--- config.mk ---
export PLATFORM = sky130hd
export DESIGN_NAME = dlos_detector
export DESIGN_NICKNAME = d
export VERILOG_FILES = /design/src/rtl/dlos_pkg.sv /design/src/rtl/dlos_zero_run.sv /design/src/rtl/dlos_window.sv /design/src/rtl/dlos_detector.sv
export SDC_FILE = /design/constraint.sdc
export NUM_CORES = 1
export LEC_CHECK = 0
export ABC_AREA = 0
export ABC_CLOCK_PERIOD_IN_PS = 1800
export CAP_MARGIN = 15
export CORE_UTILIZATION = 40
export DETAILED_ROUTE_END_ITERATION = 7
export DONT_BUFFER_PORTS = 1
export GPL_ROUTABILITY_DRIVEN = 1
export PLACE_DENSITY = 0.55
export SYNTH_ARGS = -nofsm -noshare
export SYNTH_HDL_FRONTEND = slang
export SYNTH_SLANG_ARGS = --single-unit
--- constraint.sdc ---
create_clock -name clk -period 1.8 [get_ports clk]
set_clock_uncertainty 0.1 [all_clocks]
set_input_delay 0.36 -clock clk [delete_from_list [all_inputs] [get_ports clk]]
set_output_delay 0.36 -clock clk [all_outputs]
set_load 0.01 [all_outputs]
--- src/rtl/dlos_pkg.sv ---
package dlos_pkg;
  typedef enum logic {
    STD_DENSITY     = 1'b0,
    STD_DENSITY_RUN = 1'b1
  } dlos_std_e;
endpackage

--- src/rtl/dlos_zero_run.sv ---
module dlos_zero_run #(
  parameter int SET_ZEROS = 100
) (
  input  logic clk,
  input  logic rst,
  input  logic tick,
  input  logic bit_in,
  output logic hit
);
  localparam int CW = $clog2(SET_ZEROS + 1);

  logic [CW-1:0] cnt_q;

  always_ff @(posedge clk) begin
    if (rst) begin
      cnt_q <= '0;
    end else if (tick) begin
      if (bit_in)
        cnt_q <= '0;
      else if (cnt_q != CW'(SET_ZEROS))
        cnt_q <= cnt_q + 1'b1;
    end
  end

  // this tick supplies the SET_ZEROS-th (or later) zero in a row
  assign hit = tick && !bit_in && (cnt_q >= CW'(SET_ZEROS - 1));

  AST_RUN_SATURATES: assert property (@(posedge clk) disable iff (rst)
    cnt_q <= CW'(SET_ZEROS));
  AST_ONE_CLEARS_RUN: assert property (@(posedge clk) disable iff (rst)
    (tick && bit_in) |=> (cnt_q == '0));
  AST_IDLE_KEEPS_RUN: assert property (@(posedge clk) disable iff (rst)
    !tick |=> $stable(cnt_q));
endmodule

--- src/rtl/dlos_window.sv ---
module dlos_window #(
  parameter int WIN_LEN  = 100,
  parameter int MIN_ONES = 13,
  parameter int MAX_RUN  = 15
) (
  input  logic clk,
  input  logic rst,
  input  logic active,
  input  logic tick,
  input  logic bit_in,
  input  logic strict,
  output logic last,
  output logic pass
);
  localparam int PW = $clog2(WIN_LEN);
  localparam int OW = $clog2(WIN_LEN + 1);
  localparam int RW = $clog2(MAX_RUN + 2);

  logic [PW-1:0] pos_q;
  logic [OW-1:0] ones_q, ones_nxt;
  logic [RW-1:0] run_q, run_nxt;
  logic          viol_q, viol_nxt;

  always_comb begin
    ones_nxt = ones_q + OW'(bit_in);
    if (bit_in)
      run_nxt = '0;
    else if (run_q == RW'(MAX_RUN + 1))
      run_nxt = run_q;
    else
      run_nxt = run_q + 1'b1;
    viol_nxt = viol_q || (run_nxt > RW'(MAX_RUN));
  end

  assign last = active && tick && (pos_q == PW'(WIN_LEN - 1));
  assign pass = (ones_nxt >= OW'(MIN_ONES)) && (!strict || !viol_nxt);

  always_ff @(posedge clk) begin
    if (rst || !active || last) begin
      pos_q  <= '0;
      ones_q <= '0;
      run_q  <= '0;
      viol_q <= 1'b0;
    end else if (tick) begin
      pos_q  <= pos_q + 1'b1;
      ones_q <= ones_nxt;
      run_q  <= run_nxt;
      viol_q <= viol_nxt;
    end
  end

  AST_POS_IN_WINDOW: assert property (@(posedge clk) disable iff (rst)
    pos_q < PW'(WIN_LEN));
  AST_ONES_BOUNDED: assert property (@(posedge clk) disable iff (rst)
    OW'(pos_q) >= ones_q);
  AST_IDLE_HOLDS_WINDOW: assert property (@(posedge clk) disable iff (rst)
    (active && !tick) |=> (active -> $stable(pos_q)));
endmodule

--- src/rtl/dlos_detector.sv ---
module dlos_detector
  import dlos_pkg::*;
#(
  parameter int SET_ZEROS = 100,
  parameter int WIN_LEN   = 100,
  parameter int MIN_ONES  = 13,
  parameter int MAX_RUN   = 15
) (
  input  logic clk,
  input  logic rst,
  input  logic tick,
  input  logic pulse_in,
  input  logic std_sel,
  output logic alarm,
  output logic set_evt,
  output logic clr_evt
);
  logic      hit, win_last, win_pass;
  dlos_std_e mode_q;

  dlos_zero_run #(.SET_ZEROS(SET_ZEROS)) u_run (
    .clk(clk), .rst(rst), .tick(tick), .bit_in(pulse_in), .hit(hit)
  );

  dlos_window #(.WIN_LEN(WIN_LEN), .MIN_ONES(MIN_ONES), .MAX_RUN(MAX_RUN)) u_win (
    .clk(clk), .rst(rst), .active(alarm), .tick(tick), .bit_in(pulse_in),
    .strict(mode_q == STD_DENSITY_RUN), .last(win_last), .pass(win_pass)
  );

  always_ff @(posedge clk) begin
    if (rst) begin
      alarm   <= 1'b0;
      set_evt <= 1'b0;
      clr_evt <= 1'b0;
      mode_q  <= STD_DENSITY;
    end else begin
      set_evt <= !alarm && hit;
      clr_evt <= win_last && win_pass;
      if (!alarm && hit)
        alarm <= 1'b1;
      else if (win_last && win_pass)
        alarm <= 1'b0;
      // the standard only changes between blocks
      if (!alarm || win_last)
        mode_q <= dlos_std_e'(std_sel);
    end
  end

  AST_SET_ON_RISE: assert property (@(posedge clk) disable iff (rst)
    set_evt |-> (alarm && !$past(alarm)));
  AST_CLR_ON_FALL: assert property (@(posedge clk) disable iff (rst)
    clr_evt |-> (!alarm && $past(alarm)));
  AST_EVT_EXCLUSIVE: assert property (@(posedge clk) disable iff (rst)
    !(set_evt && clr_evt));
  AST_NO_TICK_HOLD: assert property (@(posedge clk) disable iff (rst)
    !tick |=> $stable(alarm));
  AST_FALL_AT_BLOCK_END: assert property (@(posedge clk) disable iff (rst)
    $fell(alarm) |-> $past(win_last));
  AST_MODE_HELD: assert property (@(posedge clk) disable iff (rst)
    (alarm && !win_last) |=> $stable(mode_q));
endmodule

==> impl_metrics.ini <==
[timing]
tightest_slew_ns = 0.396
rsz0062_at_grt = true
slew_viol_final = 0
max_freq_mhz = 566
min_period_ns = 1.77
fin_crit_sh_pct = 98.2
max_slew_margin_pct = 73.5
hold_viol_final = 0
setup_violations = 0

[final_layout]
mostFrequentLayoutCell = nor2_1
insertedDiodeCount = 0
syn2layout_area_growth_pct = 17.5
final_nets = 197
final_cell_mix = nor2_1 (32), dfxtp_1 (28), nand2_1 (17)
fin_cells = 230
drive_above_1_share_pct = 16.3

[route]
dr.pass1.iters = 4
top_layer = met4
ant_nets = 0
via_per_inst = 5.13
drt-met1-wl_um = 1480
wire_per_inst_um = 13.0
wl_met3_um = 121
wirelength_um = 2980
drc_errors = 0
vias = 1179
wl_met2_um = 1310
drtIter0Drc = 37

[setup_path]
cp_max_fo = 3
cp-start-kind = flop
r2r_cells = 7
r2r_start = u_win.ones_q[0]
crit_path_end = clr_evt
slowest_stage = dfxtp_2
crit_required_ns = 1.87
worstSetupStartpoint = u_win.ones_q[0]
crit_arrival_ns = 1.84
reg2reg_to = clr_evt
slowest_delay_ns = 0.33
rrSetupSlack_ns = 0.03
path_cells = ha_4 > ha_4 > o21a_1 > o22a_1 > o221ai_2 > a221oi_4 > and2b_1
criticalPathCategory = flop to flop
path_common_cell = ha_4
cp-end-kind = flop

[clocking]
cts_root_buf = clkbuf_8
clkLatencyLatePin_ns = 0.28
cts_buffer_depth = 2
clock-sinks = 31
cts_buffers = 5
htreeDepth = 2
cts_tree = built
cts_hold_buffers = 0
clkSlewWorstSetupHoldPaths_ns = 0.06

[synth]
syn_nets = 184
synth_cell_types = 37
synth-seq-cells = 31
synth_top_cells_by_area = dfxtp_1 (41%), nor2_1 (8.0%), xor2_1 (7.0%), ha_1 (5.8%), nand2_1 (4.2%)
async_flop_share_pct = 0
yosysTopAreaCellShare_pct = 41.3
syn_area_um2 = 1500
synth_top_area_cell = dfxtp_1
synth_edf_count = 0
yosysSeqAreaShare_pct = 41.3
ys_warn_count = 0
synthFlopType = dfxtp_1
syn_inst = 172
avgSynthCellArea_um2 = 8.74

[global_route]
grt_antenna_before_repair = 0
grt_usage_pct = 16.9
grt_pass1_vias = 1162
grt_max_degree = 21
grt_pass1_wl_um = 5220
grt-ovfl-total = 0

[power]
ir_drop_mv = 0.399
power.total_uw = 1220
powerDensity_nw_per_um2 = 689
leakage_uw = 0.000653

[die]
coreArea_um2 = 3470
io_pins = 8
chipWidth_um = 63.3
die_h_um = 63.3
rows = 21
fp.dieArea_um2 = 4010
initial_core_util_pct = 43.4

[job]
drv_cap = 0

[worst_hold_path]
worstHoldPathType = primary input to flop

[place]
dp_hpwl_um = 2130
dp_cells = 222
io_buffers = 0
gp_congestion = 0.766

[run_status]
outcome = completed
==> cell usage after synthesis (2+ instances only) <==
cell and n:
xnor2_1 7, nand2b_1 3, nand4_1 8, a31oi_1 3
nand3_1 3, dfxtp_1 31, nand2_1 17, nand3b_1 2
or2_2 3, and3_1 3, o21bai_1 2, inv_1 6
xor2_1 12, o21ai_0 2, mux2i_1 4, ha_1 7
nor2_1 32, buf_4 2, a21oi_1 7
==> where the power goes <==
group / total, µW / internal [µW] / leakage [µW] / switching, µW
logic: 32.9 / 17.5 / 0.000364 / 15.4
registers: 695 / 690 / 0.000252 / 4.98
clock network: 489 / 257 / 0.0000371 / 232
total: 1220 / 964 / 0.000653 / 253
==> layer usage <==
layer  vias up  global-route usage, %
met2        14                   25.8
met4         0                   9.38
met3         7                   5.43
met1       547                   20.9
li1        611                      -
met5         -                      0
==> state kept, by name, indices dropped and copies added, names as in the netlist <==
signal	cells
u_win.pos_q	7
u_win.viol_q	1
alarm	1
u_win.ones_q	7
clr_evt	1
mode_q	1
u_run.cnt_q	7
u_win.run_q	5
set_evt	1
==> worst min-delay path by stage <==
stage / from / endpoint / slack [ns] / cells after the start
finish: rst / mode_q / 0.04 / 1
global route: rst / mode_q / 0.03 / 1
CTS: rst / mode_q / 0.03 / 1
detailed placement: rst / mode_q / 0.33 / 1
global placement: rst / mode_q / 0.33 / 1
floorplan: rst / mode_q / 0.33 / 1
==> critical path, delay by kind of cell (launching register included) <==
kind | cells | cell delay [ns]
adders and majority gates | 2 | 0.37
AOI/OAI and AO/OA | 4 | 0.68
and+or+nand+nor | 1 | 0.17
DFF | 1 | 0.33
==> area by class of cell <==
| type | count | area (µm²) |
|---|---|---|
| Timing Repair Buffer | 11 | 95.1 |
| Fill cell | 350 | 1700 |
| Clock buffer | 6 | 72.6 |
| Inverter | 6 | 22.5 |
| Sequential cell | 31 | 624 |
| Tap cell | 46 | 57.6 |
| Multi-Input combinational cell | 130 | 895 |
==> cells by family (layout without fill, tap and decap cells) <==
family / Yosys count / after routing / synth area share (%)
and+or+nand+nor: 79 / 79 / 25.8
DFF: 31 / 31 / 41.3
AOI/OAI and AO/OA: 21 / 21 / 10.1
xor gates and xnor gates: 19 / 19 / 11.1
buffers and inverters: 11 / 23 / 3.33
adders and majority gates: 7 / 7 / 5.82
muxes: 4 / 4 / 2.66
==> through the flow <==
stage	setup TNS [ns]	util [%]	setup WS, ns	cell area [µm²]	hold WS, ns
after CTS	-0.000749	49.7	-0.000749	1730	0.0316
after floorplan	0	-	0.0211	1540	0.329
final	0	50.9	0.0324	1770	0.0415
after global routing	-0.0341	50.9	-0.0341	1770	0.0277
after detailed placement	-0.195	47.2	-0.0405	1640	0.332
after global placement	-0.00616	47.2	-0.00616	1640	0.332
==> what timing repair did <==
| action | in CTS | in global routing |
|---|---|---|
| resized for setup | 2 | 5 |
| cloned | 0 | 0 |
| pin swaps | 0 | 4 |
| setup buffers | 0 | 2 |
| setup endpoints to repair | 12 | 11 |
(Power assumes the default switching activity.)
